<file path="src/rtl/pbit_pkg.sv">
`timescale 1ns/1ps
package pbit_pkg;

  // Feedback mask of a maximal-length Fibonacci LFSR for a given width.
  function automatic logic [63:0] lfsr_taps(input int width);
    case (width)
      8:       return 64'h0000_0000_0000_00B8;
      16:      return 64'h0000_0000_0000_B400;
      24:      return 64'h0000_0000_00E1_0000;
      32:      return 64'h0000_0000_8020_0003;
      default: return 64'h0000_0000_0000_B400;
    endcase
  endfunction

  // Sigmoid probability of a signed fixed-point code, scaled to prob_w bits,
  // rounded to nearest and capped at the all-ones value. Integer-only so it
  // can be evaluated while the table is elaborated.
  function automatic int sigmoid_entry(input int code, input int frac_w, input int prob_w);
    longint step_q, e_q, p_q, a, sat;
    int     mag;
    mag = (code < 0) ? -code : code;
    a   = longint'(65536) >>> frac_w;
    // exp(-2^-frac_w) in Q16 through a short series
    step_q = 65536 - a + (a * a) / 131072 - (a * a * a) / (longint'(6) * 65536 * 65536);
    e_q = 65536;
    for (int i = 0; i < mag; i++) begin
      e_q = (e_q * step_q + 32768) >>> 16;
    end
    p_q = (longint'(1) <<< 32) / (65536 + e_q);
    if (code < 0) p_q = 65536 - p_q;
    p_q = (p_q + (longint'(1) <<< (15 - prob_w))) >>> (16 - prob_w);
    sat = (longint'(1) <<< prob_w) - 1;
    if (p_q > sat) p_q = sat;
    return int'(p_q);
  endfunction

endpackage

</file>
<file path="src/rtl/pbit_lfsr.sv">
`timescale 1ns/1ps
module pbit_lfsr #(
  parameter int          WIDTH  = 16,
  parameter int          OUT_W  = 8,
  parameter logic [WIDTH-1:0] SEED = 16'hACE1
) (
  input  logic             clk,
  input  logic             rst_n,
  input  logic             advance,
  output logic [OUT_W-1:0] rand_val
);
  localparam logic [WIDTH-1:0] TAPS      = WIDTH'(pbit_pkg::lfsr_taps(WIDTH));
  localparam logic [WIDTH-1:0] SAFE_SEED = (SEED == '0) ? WIDTH'(1) : SEED;

  logic [WIDTH-1:0] state_q;
  logic             feedback;

  assign feedback = ^(state_q & TAPS);

  always_ff @(posedge clk) begin
    if (!rst_n) begin
      state_q <= SAFE_SEED;
    end else if (advance) begin
      state_q <= {state_q[WIDTH-2:0], feedback};
    end
  end

  assign rand_val = state_q[WIDTH-1 -: OUT_W];
endmodule

</file>
<file path="src/rtl/pbit_sigmoid_rom.sv">
`timescale 1ns/1ps
module pbit_sigmoid_rom #(
  parameter int DATA_W = 8,
  parameter int FRAC_W = 4,
  parameter int PROB_W = 8
) (
  input  logic [DATA_W-1:0] code,
  output logic [PROB_W-1:0] prob
);
  localparam int DEPTH = 1 << DATA_W;

  logic [PROB_W-1:0] rom [DEPTH];

  for (genvar g = 0; g < DEPTH; g++) begin : g_entry
    localparam int CODE = (g >= DEPTH / 2) ? g - DEPTH : g;
    assign rom[g] = PROB_W'(pbit_pkg::sigmoid_entry(CODE, FRAC_W, PROB_W));
  end

  assign prob = rom[code];
endmodule

</file>
<file path="src/rtl/pbit_sampler.sv">
`timescale 1ns/1ps
module pbit_sampler #(
  parameter int PROB_W = 8
) (
  input  logic              clk,
  input  logic              rst_n,
  input  logic              enable,
  input  logic [PROB_W-1:0] prob,
  input  logic [PROB_W-1:0] rand_val,
  output logic              bit_out,
  output logic              sample_valid
);
  logic hit;

  // strict comparison: a zero probability can never produce a one
  assign hit = (prob > rand_val);

  always_ff @(posedge clk) begin
    if (!rst_n) begin
      bit_out      <= 1'b0;
      sample_valid <= 1'b0;
    end else begin
      sample_valid <= enable;
      if (enable) bit_out <= hit;
    end
  end
endmodule

</file>
<file path="src/rtl/pbit_unit.sv">
`timescale 1ns/1ps
module pbit_unit #(
  parameter int               DATA_W = 8,
  parameter int               FRAC_W = 4,
  parameter int               PROB_W = 8,
  parameter int               LFSR_W = 16,
  parameter logic [LFSR_W-1:0] SEED  = 16'hACE1
) (
  input  logic              clk,
  input  logic              rst_n,
  input  logic              enable,
  input  logic [DATA_W-1:0] in_code,
  output logic              bit_out,
  output logic              sample_valid
);
  logic [PROB_W-1:0] prob;
  logic [PROB_W-1:0] rand_val;

  pbit_sigmoid_rom #(
    .DATA_W(DATA_W), .FRAC_W(FRAC_W), .PROB_W(PROB_W)
  ) u_rom (
    .code(in_code),
    .prob(prob)
  );

  pbit_lfsr #(
    .WIDTH(LFSR_W), .OUT_W(PROB_W), .SEED(SEED)
  ) u_gen (
    .clk(clk),
    .rst_n(rst_n),
    .advance(enable),
    .rand_val(rand_val)
  );

  pbit_sampler #(
    .PROB_W(PROB_W)
  ) u_smp (
    .clk(clk),
    .rst_n(rst_n),
    .enable(enable),
    .prob(prob),
    .rand_val(rand_val),
    .bit_out(bit_out),
    .sample_valid(sample_valid)
  );
endmodule

</file>
<file path="config.mk">
export PLATFORM = sky130hd
export DESIGN_NAME = pbit_unit
export DESIGN_NICKNAME = d
export VERILOG_FILES = /design/src/rtl/pbit_pkg.sv /design/src/rtl/pbit_lfsr.sv /design/src/rtl/pbit_sigmoid_rom.sv /design/src/rtl/pbit_sampler.sv /design/src/rtl/pbit_unit.sv
export SDC_FILE = /design/constraint.sdc
export NUM_CORES = 1
export LEC_CHECK = 0
export BUFFER_PORTS_ARGS = -buffer_cell sky130_fd_sc_hd__buf_2
export CAP_MARGIN = 30
export CORE_MARGIN = 2
export CORE_UTILIZATION = 56
export CTS_BUF_LIST = sky130_fd_sc_hd__clkbuf_16
export DETAILED_ROUTE_END_ITERATION = 7
export HOLD_SLACK_MARGIN = 0.15
export PLACE_DENSITY = 0.71
export SLEW_MARGIN = 40
export SYNTH_ARGS = -nofsm -noshare
export SYNTH_HDL_FRONTEND = slang
export SYNTH_SLANG_ARGS = --single-unit
export TNS_END_PERCENT = 30
</file>
<file path="constraint.sdc">
create_clock -name clk -period 2.8 [get_ports clk]
set_input_delay 0.28 -clock clk [delete_from_list [all_inputs] [get_ports clk]]
set_output_delay 0.28 -clock clk [all_outputs]
set_load 0.005 [all_outputs]
</file>
==> key figures, run 1 <==
Run status
  – Status: completed

Finish
  – Most frequent cells in the layout: nand2_1 (27), a21oi_1 (25), ha_1 (20), dfxtp_1 (18), nor2_1 (17)
  – Area grow syn2layout: 6.26%
  – N_diodes: 0
  – Share of cells above drive strength 1: ~15%
  – Final nets: 324
  – Most common cell after layout, fill and taps aside: nand2_1

Global route
  – Global-route wire length before repair: 8950 um
  – GRT overflow: 0
  – All-layer global routing usage: 26.2%
  – Met2 usage: between 30% and 40%
  – Gr busiest metal: met2
  – Pin count of the biggest net entering global routing: 43
  – Met1 global-route usage: 38.4%
  – Antenna violations before repair: 0
  – Vias in the first global route: 1,810
  – Met3 Use GR: 3.67%

Synth
  – Combinational family with the most area after synthesis: compound AO/OA/AOI/OAI gates
  – Mux cell area share after synthesis: 7.38%
  – Cell Area, Synth: around 0.0022 mm^2
  – Top FF cell, synth: dfxtp_1
  – Mapped Nets: between 300 and 400
  – Average cell area after synthesis: 7.77 um^2
  – Distinct cells, synth: 61
  – Largest cells by area after synthesis: dfxtp_1 (16%), ha_1 (11%), mux2i_1 (6.7%)
  – Simple-gate share of the synthesized area: 19.0%
  – Synthesized instance count: 288
  – Post-synthesis sequential area ratio: between 15 and 20%
  – Synth Area in Adders: between 10% and 20%
  – Number of flops mapped to enable cells by yosys: 0
  – Synthesized flop and latch total: 18
  – Ys Warns: 0
  – Post-synthesis compound-gate area fraction: 33.6%
  – Largest area contributor in the netlist: dfxtp_1
  – XOR/XNOR share of the synthesized area: around 1.2%
  – Yosys top cell area share: 16.1%
  – Fraction of registers with async set/reset: 0%

Power
  – Leak: 1.01 nW
  – Total Power: 893 uW
  – PwrDens: 376 mW/mm^2
  – Peak VDD IR: between 0.3 and 0.4 mV

Drt
  – Vias: 2,159
  – Drt pass-1 iters: 5
  – Antenna viol nets, final: 0
  – # DRC: 0
  – DR iter-0 viols: 278
  – Drt via density: 6.35
  – DR WL/cell: 16.6 um
  – Total wire length: between 5000 and 6000 um

Worst setup path
  – Critical Path Start Type: primary input
  – Worst EP required: 2930 ps
  – CP endpoint kind: flip-flop
  – Crit path DAT: approximately 2600 ps
  – Critical path class: primary input to flip-flop
  – CP Max Fanout: 9

Timing
  – Min Tclk post-route: about 2500 ps
  – Max Slew Vio Count: 0
  – Fin crit share: about nine tenths
  – Fmax: 399 MHz
  – Hold Vio Cnt, Final: 0
  – Final setup margin: 292 ps
  – Unrepaired setup endpoints after global routing: no
  – Worst Skew: 1.09 ps
  – Actual slew at the worst max-slew pin: 532 ps
  – Setup-failing EPs final: 0
  – Setup_tns: 0 ps
  – Slew HR: 64.5%

Die
  – Die X: 67.2 um
  – Starting Density: about three fifths
  – Chip Height: between 60 and 70 um
  – I/O pins: 13
  – Core Region: 0.00374 mm^2
  – Die ar.: 0.00452 mm^2
  – Num rows: 22

Clocking
  – CTS tree: built
  – Post-CTS setup buffers: 0
  – Clock sinks: 18
  – H-tree levels: 1
  – Cts repair resizes: 0
  – Hold_buf cts: 0
  – Max Root-Sink Buffers: 2
  – Worst-skew pair later-pin latency: roughly 250 ps
  – Worst-path clk slew: 50 ps
  – CTS Root Cell: clkbuf_16
  – CTS Buf Count: 3

Placed design
  – Hpwl dp: 4010 um
  – RD Place Congestion: slightly below 1
  – PortBufs: 12
  – Pre-CTS WS: ~73 ps

Job
  – Max Cap Viol: 0

Worst hold path
  – Worst hold path class: primary input to flip-flop
layout make-up:
cell class | count | area [um^2]
well taps | 48 | 60.1
multi-input cells | 227 | 1620
fillers | 330 | 1370
inverters | 16 | 62.6
repair buffers | 27 | 198
flip-flops and latches | 18 | 360
clock buffers | 3 | 75.1
clock inverters | 1 | 3.75
cells in the mapped netlist, drive strengths merged (2+ instances only):
cell type and count:
a2111oi 2, a21o 2, o211ai 14, a31oi 4
mux2i 15, nand4 3, clkbuf 2, and2b 2
o21ai 18, a21oi 25, nor2b 15, inv 16
dfxtp 18, a211o 4, o221ai 3, nor3b 2
ha 20, and2 2, a311oi 3, a211oi 5
nor3 3, nand2b 7, o31ai 4, o2111ai 4
nand3 4, nor2 17, xnor2 3, nand2 27
a32o 2, o311ai 3, buf 25, o22ai 2
power breakdown:
part	total [mW]	internal (mW)	switching, mW
registers	0.288	0.275	0.0128
logic	0.323	0.137	0.186
clock network	0.283	0.190	0.0930
total	0.893	0.602	0.292
cells by family after synthesis:
group,count (synthesis)
adders and majority gates,20
AOI/OAI and AO/OA,104
buffers and inverters,43
DFF,18
and+or+nand+nor,84
muxes,16
xor gates and xnor gates,3
metal layers:
metal	wire length, um	vias to the layer above	part of all wire (%)
met2	2530	105	45
met3	430	13	7.6
met5	0	-	0
li1	-	1068	-
met4	100	0	1.8
met1	2600	973	46
sequential cells by signal, indices dropped and copies added, names as in the netlist:
register / count
u_gen.state_q: 16
u_smp.bit_out: 1
u_smp.sample_valid: 1
critical path: stages:
cell	delay, ps
buf_2	170
inv_1	100
buf_4	170
ha_1	230
and2_0	170
o311a_1	350
a211oi_2	210
a211o_1	130
a32o_2	120
ha_1	230
o211ai_1	100
a21oi_1	80
a211oi_1	200
o21ai_0	110
path summary, 6_finish.rpt:
check                                 start                       endpoint  slack [ps]  cells after the start
min                                   rst_n  u_gen.state_q[6]$_SDFFE_PN1P_         330                      2
max reg2reg  u_gen.state_q[13]$_SDFFE_PN1P_     u_smp.bit_out$_SDFFE_PN0P_        1270                      6
max                              in_code[1]     u_smp.bit_out$_SDFFE_PN0P_         290                     14
min reg2reg   u_gen.state_q[6]$_SDFFE_PN1P_  u_gen.state_q[6]$_SDFFE_PN1P_         470                      2
metrics by stage:
stage | util (%) | hold slack, ps | cell area (um^2) | std cells
detailed placement | 61.4 | 466 | 2300 | 336
global placement | 61.4 | 453 | 2300 | 336
CTS | 63.5 | 330 | 2380 | 340
finish | 63.5 | 335 | 2380 | 340
floorplan | - | 408 | 2240 | 288
global route | 63.5 | 341 | 2380 | 340
Note: power is estimated with default switching activity, not from simulation.
==> run 2: changes to the inputs <==
--- a/config.mk
+++ b/config.mk
@@ -7,12 +7,14 @@
 export LEC_CHECK = 0
 export BUFFER_PORTS_ARGS = -buffer_cell sky130_fd_sc_hd__buf_2
 export CAP_MARGIN = 30
+export CELL_PAD_IN_SITES_DETAIL_PLACEMENT = 0
+export CELL_PAD_IN_SITES_GLOBAL_PLACEMENT = 2
 export CORE_MARGIN = 2
-export CORE_UTILIZATION = 56
+export CORE_UTILIZATION = 37
 export CTS_BUF_LIST = sky130_fd_sc_hd__clkbuf_16
 export DETAILED_ROUTE_END_ITERATION = 7
 export HOLD_SLACK_MARGIN = 0.15
-export PLACE_DENSITY = 0.71
+export PLACE_DENSITY = 0.78
 export SLEW_MARGIN = 40
 export SYNTH_ARGS = -nofsm -noshare
 export SYNTH_HDL_FRONTEND = slang
==> run 2 against run 1 <==
Against the previous run:
- clock power about the same
- combinational power up 2%
- power up 0.74%
- clock skew about the same
- via count up 1.8%
- first-iteration DRC count up 15%
==> key figures, run 2 (synthesis gave the netlist of run 1 again) <==
Run status
  – Status: completed

Finish
  – Share of cells above drive strength 1: roughly 17%
  – Max FFs per register: 16
  – Most frequent cells in the layout: nand2_1 (27), a21oi_1 (25), ha_1 (20), buf_4 (18), dfxtp_1 (18)
  – Most common cell after layout, fill and taps aside: nand2_1
  – Biggest regs: u_gen.state_q x16, u_smp.bit_out x1, u_smp.sample_valid x1
  – Final Cell Area: 0.00243 mm^2
  – Reg with most FFs: u_gen.state_q
  – Area grow syn2layout: 8.56%
  – N_diodes: 0
  – Final nets: 328

Clocking
  – CTS Root Cell: clkbuf_16
  – Clock sinks: 18
  – CTS Buf Count: 3
  – Worst-path clk slew: 50 ps
  – CTS tree: built
  – H-tree levels: 1
  – Max Root-Sink Buffers: 2
  – Cts repair resizes: 0
  – Worst-skew pair later-pin latency: about 240 ps
  – Hold_buf cts: 0
  – Post-CTS setup buffers: 0

Timing
  – Fmax: 407 MHz
  – Setup_tns: 0 ps
  – Hold_ws: 345 ps
  – Hold Vio Cnt, Final: 0
  – Min Tclk post-route: between 2000 and 2500 ps
  – Slew HR: between 60% and 70%
  – Fin crit share: 87.8%
  – Setup-failing EPs final: 0
  – Final setup margin: 341 ps
  – Max Slew Vio Count: 0
  – Actual slew at the worst max-slew pin: 495 ps
  – Unrepaired setup endpoints after global routing: no
  – Worst Skew: 0.891 ps

Power
  – Leak: 1.02 nW
  – Sw Share: 33.0%
  – Share of power burned in registers: 31.8%
  – Clock Power Share: 31.4%
  – Sw Pwr: roughly 300 uW
  – Comb pwr share: 36.7%
  – Peak VDD IR: 0.308 mV
  – PwrDens: roughly 370 mW/mm^2
  – Internal: 603 uW

Drt
  – Drt via density: approximately 5.9
  – DR WL/cell: 16.7 um
  – Total wire length: 6210 um
  – DR iter-0 viols: 321
  – Drt pass-1 iters: 5
  – # DRC: 0
  – Vias: 2,197
  – Antenna viol nets, final: 0

Global route
  – Vias in the first global route: 2,041
  – Antenna violations before repair: 0
  – All-layer global routing usage: 20.0%
  – GRT overflow: 0
  – Global-route wire length before repair: 10,600 um
  – Pin count of the biggest net entering global routing: 31

Die
  – Die X: 81.8 um
  – I/O pins: 13
  – Chip Height: 81.8 um
  – Core Region: a little under 0.006 mm^2
  – Die ar.: ~0.0067 mm^2
  – Num rows: 28
  – Starting Density: 38.0%

Worst setup path
  – CP startpoint: in_code[1]
  – Worst EP required: 2930 ps
  – CP Max Fanout: 6
  – R2R cell count: 6
  – CP endpoint kind: flip-flop
  – Reg-to-reg setup timing slack: around 1300 ps
  – Critical path class: primary input to flip-flop
  – Critical Path Start Type: primary input
  – Critical R2R Capture: u_smp.bit_out$_SDFFE_PN0P_
  – R2R Path Start: u_gen.state_q[13]$_SDFFE_PN1P_
  – Crit path DAT: 2590 ps
  – Worst Setup EP: u_smp.bit_out$_SDFFE_PN0P_

Worst hold path
  – Worst hold path depth: 2
  – Worst hold path class: primary input to flip-flop

Placed design
  – Post-Place Cell Area: 0.00235 mm^2
  – PortBufs: 12
  – Hpwl dp: 4570 um
  – RD Place Congestion: approximately 0.86
  – Pre-CTS WS: 74.6 ps

Job
  – Max Cap Viol: 0
run 2: cell types whose count changed in the layout (fill, tap and decap cells not counted), sizes merged:
cell  delta
buf      +4
run 2: per-stage QoR:
| step | utilization, % | instances | total power, mW |
|---|---|---|---|
| after global placement | 39.9 | 367 | 0.624 |
| after CTS | 41.3 | 371 | 0.906 |
| after global routing | 41.3 | 371 | 0.961 |
| after detailed placement | 39.9 | 367 | 0.618 |
| final | 41.3 | 371 | 0.900 |
| after floorplan | - | 288 | 0.539 |
run 2: critical path: stages:
cell	delay, ps
buf_2	100
inv_1	170
ha_1	280
nor2b_1	280
a211oi_1	90
a311oi_1	370
o21ai_1	120
o21ai_1	110
ha_1	280
a21oi_1	150
a21oi_1	80
a211oi_1	190
o21ai_0	100
run 2: how the worst min path moves through the flow:
stage	start	endpoint	slack (ps)
floorplan	rst_n	u_gen.state_q[12]$_SDFFE_PN0P_	410
global placement	u_gen.state_q[6]$_SDFFE_PN1P_	u_gen.state_q[7]$_SDFFE_PN1P_	450
detailed placement	u_gen.state_q[5]$_SDFFE_PN1P_	u_gen.state_q[5]$_SDFFE_PN1P_	460
CTS	rst_n	u_gen.state_q[7]$_SDFFE_PN1P_	340
global route	rst_n	u_gen.state_q[7]$_SDFFE_PN1P_	360
finish	rst_n	u_gen.state_q[0]$_SDFFE_PN1P_	340
run 2: cell type report:
class                   count  area (um^2)
fillers                   597         3460
multi-input cells         227         1620
flip-flops and latches     18          360
repair buffers             31          215
well taps                  75         93.8
clock buffers               3         75.1
inverters                  16         62.6
clock inverters             1         3.75
run 2: power groups by stage:
stage	sequential, mW	clock (mW)	combinational (mW)
floorplan	0.289	0	0.250
global placement	0.292	0	0.332
detailed placement	0.292	0	0.326
CTS	0.287	0.292	0.327
global route	0.289	0.301	0.371
finish	0.287	0.283	0.331
run 2: metal layers:
metal / up-vias / track usage (%) / wire [um]
met3: 15 / 3.30 / 366
met4: 0 / 5.00 / 142
met5: - / 0 / 0
met1: 1021 / 30.7 / 3110
met2: 84 / 28.6 / 2590
li1: 1077 / - / -
